[src/rtl/bb_protect_pkg.sv]
package bb_protect_pkg;
  typedef enum logic [1:0] {
    OP_NONE  = 2'b00,
    OP_PROG  = 2'b01,
    OP_ERASE = 2'b10,
    OP_RSVD  = 2'b11
  } op_e;

  localparam int unsigned PARAM_SHIFT = 12;
  localparam int unsigned MAIN_SHIFT  = 15;
  localparam int unsigned PARAM_WORDS = 1 << PARAM_SHIFT;
  localparam int unsigned MAIN_WORDS  = 1 << MAIN_SHIFT;
  localparam int unsigned N_PARAM     = MAIN_WORDS / PARAM_WORDS;
  localparam int unsigned N_LOCKABLE  = 2;

  localparam int unsigned SR_LOCK  = 1;
  localparam int unsigned SR_VPP   = 3;
  localparam int unsigned SR_PFAIL = 4;
  localparam int unsigned SR_EFAIL = 5;
endpackage

[src/rtl/bb_block_map.sv]
module bb_block_map
  import bb_protect_pkg::*;
#(
  parameter int unsigned AW       = 20,
  parameter int unsigned IW       = 6,
  parameter int unsigned N_MAIN   = 31,
  parameter bit          TOP_BOOT = 1'b1
) (
  input  logic [AW-1:0] addr_i,
  output logic [IW-1:0] idx_o,
  output logic [AW-1:0] base_o,
  output logic          is_param_o,
  output logic          lockable_o
);
  localparam int unsigned PIW = $clog2(N_PARAM);

  logic [PIW-1:0] pidx;

  generate
    if (TOP_BOOT) begin : g_top
      localparam logic [AW-1:0] BOUND = AW'(N_MAIN * MAIN_WORDS);
      always_comb begin
        is_param_o = (addr_i >= BOUND);
        pidx       = PIW'((addr_i - BOUND) >> PARAM_SHIFT);
        if (is_param_o) begin
          idx_o      = IW'(N_MAIN) + IW'(pidx);
          base_o     = {addr_i[AW-1:PARAM_SHIFT], {PARAM_SHIFT{1'b0}}};
          lockable_o = (pidx >= PIW'(N_PARAM - N_LOCKABLE));
        end else begin
          idx_o      = IW'(addr_i[AW-1:MAIN_SHIFT]);
          base_o     = {addr_i[AW-1:MAIN_SHIFT], {MAIN_SHIFT{1'b0}}};
          lockable_o = 1'b0;
        end
      end
    end else begin : g_bottom
      always_comb begin
        is_param_o = (addr_i[AW-1:MAIN_SHIFT] == '0);
        pidx       = addr_i[MAIN_SHIFT-1:PARAM_SHIFT];
        if (is_param_o) begin
          idx_o      = IW'(pidx);
          base_o     = {addr_i[AW-1:PARAM_SHIFT], {PARAM_SHIFT{1'b0}}};
          lockable_o = (pidx < PIW'(N_LOCKABLE));
        end else begin
          idx_o      = IW'(addr_i[AW-1:MAIN_SHIFT]) + IW'(N_PARAM - 1);
          base_o     = {addr_i[AW-1:MAIN_SHIFT], {MAIN_SHIFT{1'b0}}};
          lockable_o = 1'b0;
        end
      end
    end
  endgenerate
endmodule

[config.mk]
export PLATFORM = sky130hd
export DESIGN_NAME = bb_block_map
export DESIGN_NICKNAME = d
export VERILOG_FILES = /design/src/rtl/bb_protect_pkg.sv /design/src/rtl/bb_block_map.sv
export SDC_FILE = /design/constraint.sdc
export NUM_CORES = 1
export LEC_CHECK = 0
export BUFFER_PORTS_ARGS = -buffer_cell sky130_fd_sc_hd__buf_2
export CORE_AREA = 2 2 39 41
export DETAILED_ROUTE_END_ITERATION = 12
export DIE_AREA = 0 0 41 43
export MAX_ROUTING_LAYER = met4
export PLACE_DENSITY = 0.7
export SYNTH_ARGS = -nofsm -noshare
export SYNTH_HDL_FRONTEND = slang
export SYNTH_SLANG_ARGS = --single-unit
[constraint.sdc]
create_clock -name vclk -period 0.9
set_input_delay 0.135 -clock vclk [all_inputs]
set_output_delay 0.135 -clock vclk [all_outputs]
set_load 0.01 [all_outputs]
==> run metrics, run 1 <==
GR Util All Layers 9.03%; post-route insts no fill 84; seq_cells 0; sequential fraction of design power 0%; worst vdd ir 0.142 mV; failing checks negative setup slack; DR iter-0 viols 2; f_max 1.00 GHz; DR DRC count 0; largest net degree at the start of global routing 13; post-synthesis mux area share 0%; RSZ-0062 raised after global routing yes; clkbuf count 0; switching share of power 49.6%; RD Place Congestion 0.765; library cells used by synthesis 13; Yosys top cell by area buf_4; leakage power 0.308 nW; Slew Limit Fails 0; crit path time final 1000 ps; combinational share of power 100.0%; delay-heaviest family, CP buffers and inverters; via/cell ratio 3.98; Hold WS 542 ps; Setup CP Type in2out; share of layout cells above drive strength 1 66.2%; main area contributors after synthesis buf_4 44%, ha_1 12%, inv_1 7.4%, a31oi_1 6.1%, and3_1 6.1%; sequential fraction of the synthesis area 0%; yosys warns 0; critical path's slowest cell ha_4; die width 41 um; synth cell count leaders 18 x buf_4, 6 x inv_1, 3 x a31oi_1, 3 x and3_1, 3 x ha_1; count leader, synth buf_4; diode count 0; Internal 0.000124 W; Rows 14; Synth-to-Final Area Change 99.2%; Final Instance Area 608 um2; post-synthesis compound-gate area fraction 11.1%; Worst setup SP type input port; Arr. time, crit path 860 ps; synthesized area 305 um2; Cell Pwr Density 403 nW/um2; hpwl dp 652 um; Synth Area in Simple Gates 22.1%; drt wl/cell 9.87 um; Initial Util 22.1%; post-route antenna net violation count 0; Hold Buf Count CTS 0; Seq. cell area 0 um2; vias in the first global route 263; global-route wire length before repair 1140 um; Hold Vio Cnt, Final 0; area share of the largest cell type after synthesis 44.3%; Die Ht 43 um; total grt overflow 0; Worst Path Required 760 ps; IO Count 48; XOR/XNOR Fraction of Synth Area 0%; Net Switching 0.000122 W; synthesized instance count 44; post-synthesis adder-cell area fraction 12.3%; Inst Count DP 84; via count 334; worst path buffer plus inverter count 4; Final Setup Violations 8; initial antenna violation count 0; Die ar. 1760 um2; PortBufs 24; number of max-cap violations 0; final worst-path cycle share 111%; HP Class in2out; Nets 93; largest family of logic cells by synthesized area buffers and inverters; PnR worst setup slack -99.5 ps; Worst setup EP type output port; crit path cell chain buf_8, inv_6, buf_6, ha_4, a31oi_4, buf_2; DRT Pass-1 Iters 3; status finished with violations; Core ar. 1380 um2; Avg Cell Area, Syn 6.94 um2; crit-path max cell delay 230 ps; Area after DPL 437 um2; Clk network pwr share 0%; routed wire length 829 um; maximum fanout along the worst path 2
-- power by group through the flow --
stage	logic [W]	clock network, W	registers (W)
final	0.000245	0	0
after global routing	0.000268	0	0
after detailed placement	0.000175	0	0
after floorplan	0.000143	0	0
after global placement	0.000173	0	0
after CTS	0.000224	0	0
-- repair_timing --
item	in CTS	in global routing
buffers inserted	0	0
gates resized for setup	23	10
pin swaps	14	6
hold endpoints to repair	0	0
endpoints found under the setup margin	11	11
-- path summary, 6_finish.rpt --
path	end	slack, ps	from	depth (start not counted)
hold / removal	base_o[19]	540	addr_i[19]	3
setup / recovery	idx_o[1]	-100	addr_i[13]	6
-- cell families after synthesis --
| family | after synthesis |
|---|---|
| compound gates | 5 |
| fa+ha+maj | 3 |
| buf+inv | 25 |
| other cells | 1 |
| simple gates | 10 |
-- layout by cell type, fill, tap and decap left out, drive strengths merged, types with 2 or more instances in the layout --
cell type  count
inv            6
and3           3
nand4          2
and4           2
ha             3
conb          12
o21a           2
a31oi          3
buf           32
-- per-layer routing --
layer	track usage [%]	part of all wire [%]	vias up
met5	-	0	-
met2	15.9	60	14
li1	-	-	169
met1	11.8	33	151
met3	0	6.6	0
met4	0	0	0
-- per-stage QoR --
stage               power [W]  TNS (ps)  worst slack (ps)  util, %
global route         0.000268      -802              -125     43.9
finish               0.000245      -443             -99.5     43.9
detailed placement   0.000175     -1540              -235     31.6
CTS                  0.000224      -371              -126     39.6
floorplan            0.000143         0             0.498        -
global placement     0.000173     -1460              -227     31.6
-- area by class of cell --
cell class	instances	area [um2]
fillers	142	776
inverters	6	32.5
multi-input cells	30	283
well taps	16	20.0
repair buffers	32	273
-- worst min-delay path, stage by stage --
cell,delay (ps)
buf_6,70
buf_6,80
buf_2,120
Power figures use the tool's default switching activity.
==> run 2: changes to the inputs <==
--- a/config.mk
+++ b/config.mk
@@ -5,12 +5,13 @@
 export SDC_FILE = /design/constraint.sdc
 export NUM_CORES = 1
 export LEC_CHECK = 0
-export BUFFER_PORTS_ARGS = -buffer_cell sky130_fd_sc_hd__buf_2
+export CAP_MARGIN = 40
 export CORE_AREA = 2 2 39 41
 export DETAILED_ROUTE_END_ITERATION = 12
 export DIE_AREA = 0 0 41 43
+export DONT_BUFFER_PORTS = 1
 export MAX_ROUTING_LAYER = met4
-export PLACE_DENSITY = 0.7
+export PLACE_DENSITY = 0.46
 export SYNTH_ARGS = -nofsm -noshare
 export SYNTH_HDL_FRONTEND = slang
 export SYNTH_SLANG_ARGS = --single-unit
==> run metrics, run 2 (synthesis gave the netlist of run 1 again) <==
total negative slack 0 ps; Area after DPL 264 um2; Final Power 0.0000877 W; Initial Util 22.1%; diode count 0; Die ar. 1760 um2; Inst Count DP 53; largest net degree at the start of global routing 13; Worst setup SP type input port; worst hold endpoint base_o[18]; Cell Pwr Density 312 nW/um2; total grt overflow 0; status completed; via count 220; Hold Vio Cnt, Final 0; delay-heaviest family, CP simple AND/OR/NAND/NOR gates; vias in the first global route 186; Setup CP Type in2out; worst path buffer plus inverter count 0; worst hold path depth 0; Worst setup EP type output port; final core utilization 20.3%; DR DRC count 0; Slew Limit Fails 0; Synth-to-Final Area Change -7.79%; GR Util All Layers 6.96%; post-route insts no fill 53; Worst Path Required 760 ps; critical path's slowest cell and4_2; crit-path max cell delay 330 ps; Final Instance Area 282 um2; HP Class in2out; RSZ-0062 raised after global routing no; Rows 14; PortBufs 0; clkbuf count 0; worst vdd ir 0.0709 mV; drt wl/cell 11.8 um; Post-CTS Setup Bufs 0; RD Place Congestion 0.656; routed wire length 628 um; share of layout cells above drive strength 1 21.6%; Die Ht 43 um; Nets 62; Hold Buf Count CTS 0; Arr. time, crit path 740 ps; die width 41 um; via/cell ratio 4.15; leakage power 0.139 nW; DR iter-0 viols 2; global-route wire length before repair 903 um; Seq. cell area 0 um2; final worst-path cycle share 97.3%; f_max 1.14 GHz; seq_cells 0; DRT Pass-1 Iters 2; Core ar. 1380 um2; Final Setup Violations 0; IO Count 48; number of max-cap violations 0; Hold Startpoint addr_i[18]; post-route antenna net violation count 0; initial antenna violation count 0; crit path cell chain and4_2, and4_1; maximum fanout along the worst path 8; most common library cell in the layout ignoring fill and taps conb_1; most frequent cells in the layout 12 x conb_1, 4 x inv_1, 3 x and3_1; hpwl dp 540 um; crit path time final 876 ps
## run 2: changes by cell type in the layout (fill, tap and decap cells not counted), sizes merged
cell  delta
buf     -31
## run 2: how the worst max path moves through the flow
stage	startpoint	endpoint	slack, ps	cells past startpoint
finish	addr_i[19]	lockable_o	20	2
global placement	addr_i[19]	lockable_o	-30	2
floorplan	addr_i[13]	idx_o[2]	0.5	4
detailed placement	addr_i[19]	lockable_o	-20	2
CTS	addr_i[13]	idx_o[2]	0.2	4
global route	addr_i[19]	lockable_o	2	2
## run 2: area by class of cell
type,instances,area [um2]
well taps,16,20.0
multi-input cells,30,231
inverters,6,22.5
repair buffers,1,7.51
fillers,166,1100
## run 2: power by group
part           switching [W]  internal (W)
Combinational      0.0000594     0.0000283
Sequential                 0             0
Clock                      0             0
## run 2: timing repair
action / in CTS / in global routing
setup endpoints to repair: 5 / 2
cloned: 0 / 0
resized for setup: 1 / 2
pin swaps: 1 / 2
## run 2: per-layer routing
metal	share of wire, %	global-route usage (%)	wire, um
met1	33	7.28	205
met2	49	11.9	305
met3	18	3.66	116
met4	0	0	0
met5	0	-	0
## run 2: per-stage QoR
step                hold WS [ps]  worst slack (ps)
floorplan                    354             0.498
global placement             270             -34.0
detailed placement           270             -19.0
CTS                          270             0.227
global route                 270              2.01
finish                       270              23.9
